--- config.mk ---
export PLATFORM = sky130hd
export DESIGN_NAME = burst_addr_gen
export DESIGN_NICKNAME = d
export VERILOG_FILES = /design/src/rtl/burst_addr_gen_pkg.sv /design/src/rtl/burst_addr_gen_ctrl.sv /design/src/rtl/burst_addr_gen_dp.sv /design/src/rtl/burst_addr_gen.sv
export SDC_FILE = /design/constraint.sdc
export NUM_CORES = 1
export LEC_CHECK = 0
export CORE_ASPECT_RATIO = 0.75
export CORE_MARGIN = 2
export CORE_UTILIZATION = 49
export CTS_CLUSTER_DIAMETER = 40
export DETAILED_ROUTE_END_ITERATION = 16
export GPL_ROUTABILITY_DRIVEN = 0
export PLACE_DENSITY = 0.78
export SYNTH_ARGS = -nofsm -noshare
export SYNTH_HDL_FRONTEND = slang
export SYNTH_SLANG_ARGS = --single-unit
--- constraint.sdc ---
create_clock -name clk -period 2.9 [get_ports clk]
set_clock_uncertainty 0.2 [all_clocks]
set_input_delay 0.435 -clock clk [delete_from_list [all_inputs] [get_ports clk]]
set_output_delay 0.435 -clock clk [all_outputs]
set_load 0.05 [all_outputs]
--- src/rtl/burst_addr_gen_pkg.sv ---
package burst_addr_gen_pkg;

  // One-hot strobes issued by the command decoder each cycle
  typedef struct packed {
    logic doRestore;
    logic doLoad;
    logic doIncr;
  } ctrlStrobes_t;

endpackage

--- src/rtl/burst_addr_gen_ctrl.sv ---
module burst_addr_gen_ctrl
  import burst_addr_gen_pkg::*;
(
  input  logic         loadN,
  input  logic         cntEnN,
  input  logic         repeatN,
  output ctrlStrobes_t strobes
);

  // Priority: restore, then load, then increment; otherwise hold
  always_comb begin
    strobes = '0;
    if (!repeatN) begin
      strobes.doRestore = 1'b1;
    end else if (!loadN) begin
      strobes.doLoad = 1'b1;
    end else if (!cntEnN) begin
      strobes.doIncr = 1'b1;
    end
  end

endmodule

--- src/rtl/burst_addr_gen_dp.sv ---
module burst_addr_gen_dp
  import burst_addr_gen_pkg::*;
#(
  parameter int BANK_W = 6,
  parameter int OFFS_W = 12,
  localparam int ADDR_W = BANK_W + OFFS_W
) (
  input  logic              clk,
  input  logic              rstN,
  input  ctrlStrobes_t      strobes,
  input  logic [ADDR_W-1:0] extAddr,
  output logic [ADDR_W-1:0] addrQ,
  output logic              validQ
);

  logic [ADDR_W-1:0] savedQ;
  logic [OFFS_W-1:0] offsNext;
  logic [BANK_W-1:0] bankNext;
  logic              offsCarry;
  logic [ADDR_W-1:0] incrAddr;
  logic [ADDR_W-1:0] addrD;

  // Offset increment; its carry steps the bank field, which rolls over
  assign {offsCarry, offsNext} = {1'b0, addrQ[OFFS_W-1:0]} + {{OFFS_W{1'b0}}, 1'b1};
  assign bankNext = addrQ[ADDR_W-1:OFFS_W] + {{(BANK_W-1){1'b0}}, offsCarry};
  assign incrAddr = {bankNext, offsNext};

  always_comb begin
    addrD = addrQ;
    if (strobes.doRestore)   addrD = savedQ;
    else if (strobes.doLoad) addrD = extAddr;
    else if (strobes.doIncr) addrD = incrAddr;
  end

  always_ff @(posedge clk) begin
    if (!rstN) begin
      addrQ  <= '0;
      validQ <= 1'b0;
    end else begin
      addrQ <= addrD;
      if (strobes.doLoad) validQ <= 1'b1;
    end
  end

  // Repeat register: no reset, defined only after the first load
  always_ff @(posedge clk) begin
    if (strobes.doLoad) savedQ <= extAddr;
  end

endmodule

--- src/rtl/burst_addr_gen.sv ---
module burst_addr_gen
  import burst_addr_gen_pkg::*;
#(
  parameter int BANK_W = 6,
  parameter int OFFS_W = 12,
  localparam int ADDR_W = BANK_W + OFFS_W
) (
  input  logic              clk,
  input  logic              rstN,
  input  logic              loadN,
  input  logic              cntEnN,
  input  logic              repeatN,
  input  logic [ADDR_W-1:0] extAddr,
  output logic [ADDR_W-1:0] addrOut,
  output logic [BANK_W-1:0] bankOut,
  output logic              repeatValid
);

  ctrlStrobes_t strobes;

  burst_addr_gen_ctrl u_ctrl (
    .loadN  (loadN),
    .cntEnN (cntEnN),
    .repeatN(repeatN),
    .strobes(strobes)
  );

  burst_addr_gen_dp #(
    .BANK_W(BANK_W),
    .OFFS_W(OFFS_W)
  ) u_dp (
    .clk    (clk),
    .rstN   (rstN),
    .strobes(strobes),
    .extAddr(extAddr),
    .addrQ  (addrOut),
    .validQ (repeatValid)
  );

  assign bankOut = addrOut[ADDR_W-1:OFFS_W];

endmodule

==> metrics.txt <==
final core utilization 0.667; Data required, critical path roughly 2900 ps; power per cell area roughly 520 mW/mm²; synthesized cell area about 0.0020 mm²; Die X about 77 µm; clock sinks 37; wire per inst around 16 µm; Internal roughly 0.87 mW; Synth top area share 0.277; vias in the first global route 1,557; layout cells sized above 1 0.0795; Initial DRC Count 150; cts repair resizes 0; die area 0.00451 mm²; # H-tree levels 2; first-pass detailed-route iteration total 4; Critical Path AT between 2000 and 3000 ps; setup repair bufs after CTS 0; CTS clk-pin slew, worst paths about 80 ps; slowest CP cell or3_1; Hold WC Path Type reg -> reg; initial antenna violation count 0; Final Hold Viols 0; Synth Register Bits 37; largest area contributor in the netlist edfxtp_1; worst-path fanout max 7; yosys warns 0; Area growth syn-to-layout 27.4%; filler instances 333; crit share post-route 0.897; Setup TNS 0 ps; crit path cell chain ha_1 -> nand3_2 -> or3_1 -> nor2_1 -> ha_1 -> ha_1 -> nand3_1 -> xnor2_1 -> a31oi_1 -> nor2_1; synth top area cells edfxtp_1, dfxtp_1, a21oi_1; Post-synth EDFFs 18; # rows 19; CTS tree yes; worst vdd ir ~0.35 mV; Cells after Synth approximately 200; first-pass GRT wire length roughly 7700 µm; fmax 385 MHz; dpl ws ~350 ps; sequential power share 0.487; # diodes 0; later-pin clock latency in the skew report roughly 300 ps; Synth Net Count roughly 220; Worst setup SP type register; syn_area_per_cell 10.0 µm²; worst-margin pin slew 505 ps; Max stage delay on crit path 440 ps; total gr overflow 0; Period minus WS final roughly 2600 ps; I/O Buffers 47; count of different cell masters after synthesis 37; sequential share of the synthesized area 0.471; post-DP HPWL around 3300 µm; kind of end point of the critical path register; slew margin rel. 0.663; CTS Buf Count 5; number of antenna-violating nets in the routed design 0; Clock power frac 0.277; ys flop type dfxtp_1; Initial Utilization 0.523; status complete, no violations; Comb pwr share 0.236; setup repair after global routing missed its margin false; sw power 0.412 mW; mean number of vias per cell approximately 5.7; Critical Path Most Common Cell ha_1; aggregate global-route resource usage 0.219; Die Y-Extent 58.7 µm; CTS Hold Bufs 0; worst setup margin around 300 ps; ys async rst share 0; Clock Path Buffers 2; core area 0.00373 mm²; final wirelength 4700 µm; max cap viols 0; pins over their slew limit 0; Setup Viol. Count Final 0; Remaining DRCs 0; Clock Tree Root clkbuf_8; Switching Share 0.320; via count 1,666; Crit Path Class reg -> reg; Final Net Count 264; num ports 48; static leakage just over 0.9 nW; hold_ws 271 ps; largest net degree at the start of global routing 27
==> registers in the layout, indices dropped and copies added, names as in the netlist <==
register	cells
u_dp.addrQ	18
u_dp.savedQ	18
u_dp.validQ	1
==> worst max-delay path: cells and delay by family, from the launching register on <==
family	cells	cell delay [ps]
simple gates	5	890
flops	1	430
xor+xnor	1	160
fa+ha+maj	3	650
compound gates	1	180
==> per-stage QoR <==
| stage | area (µm²) | power (mW) | cells |
|---|---|---|---|
| global route | 2490 | 1.34 | 291 |
| finish | 2490 | 1.29 | 291 |
| global placement | 2400 | 0.936 | 283 |
| CTS | 2490 | 1.29 | 291 |
| floorplan | 1950 | 0.833 | 195 |
| detailed placement | 2400 | 0.939 | 283 |
==> power groups by stage <==
stage / sequential (mW) / combinational [mW] / clock [mW]
floorplan: 0.701 / 0.133 / 0
global placement: 0.635 / 0.300 / 0
detailed placement: 0.636 / 0.303 / 0
CTS: 0.625 / 0.304 / 0.362
global route: 0.632 / 0.321 / 0.388
finish: 0.625 / 0.304 / 0.356
==> placed cells by master (no fill, tap or decap), drive strengths merged, types with 4 or more instances in the layout <==
cell	n
clkdlybuf4s50	47
dfxtp	19
a21oi	18
edfxtp	18
o21ai	16
nand2	12
nor2	9
inv	7
mux2i	7
nor3	7
xnor2	7
o221ai	7
buf	7
nand2b	6
nand3	6
clkbuf	5
o211a	4
a31oi	4
nand4	4
==> Yosys cell counts (4+ instances only) <==
cell      count
a31oi_1       4
inv_1         7
nand2_1      12
nor2_1        9
buf_4         7
o221ai_1      7
o211a_1       4
dfxtp_1      19
o21ai_0      16
mux2i_1       7
xnor2_1       7
nand2b_1      6
nand3_1       4
a21oi_1      18
nor3_1        7
buf_2         6
edfxtp_1     18
==> worst paths after layout <==
check	start	cells after the start	slack [ps]	end
hold / removal	u_dp.savedQ[0]	1	270	u_dp.addrQ[0]
setup / recovery	u_dp.addrQ[0]	10	300	u_dp.addrQ[16]
setup reg to reg	u_dp.addrQ[0]	10	300	u_dp.addrQ[16]
hold reg to reg	u_dp.savedQ[0]	1	270	u_dp.addrQ[0]
==> final cells by class <==
| cell class | count | area (µm²) | share of cell area |
|---|---|---|---|
| clock buffer | 5 | 68.8 | 0.0277 |
| clock inverter | 3 | 17.5 | 0.00704 |
| inverter | 7 | 26.3 | 0.0106 |
| multi-input combinational | 133 | 867 | 0.348 |
| sequential | 37 | 921 | 0.370 |
| tap | 52 | 65.1 | 0.0261 |
| timing repair buffer | 54 | 523 | 0.210 |
==> metal layers <==
layer / part of all wire / global-route usage / vias to the layer above
met5: 0 / 0 / -
met4: 0.013 / 0.0857 / 0
met2: 0.45 / 0.325 / 60
met3: 0.061 / 0.0583 / 9
li1: - / - / 806
met1: 0.48 / 0.309 / 791
==> logic make-up after synthesis <==
| group | share of synthesized area |
|---|---|
| buf+inv | 0.0846 |
| compound gates | 0.190 |
| simple gates | 0.168 |
| xor+xnor | 0.0314 |
| flops | 0.471 |
| mux | 0.0359 |
| fa+ha+maj | 0.0192 |
No activity file was read; power rests on OpenSTA's default activity.
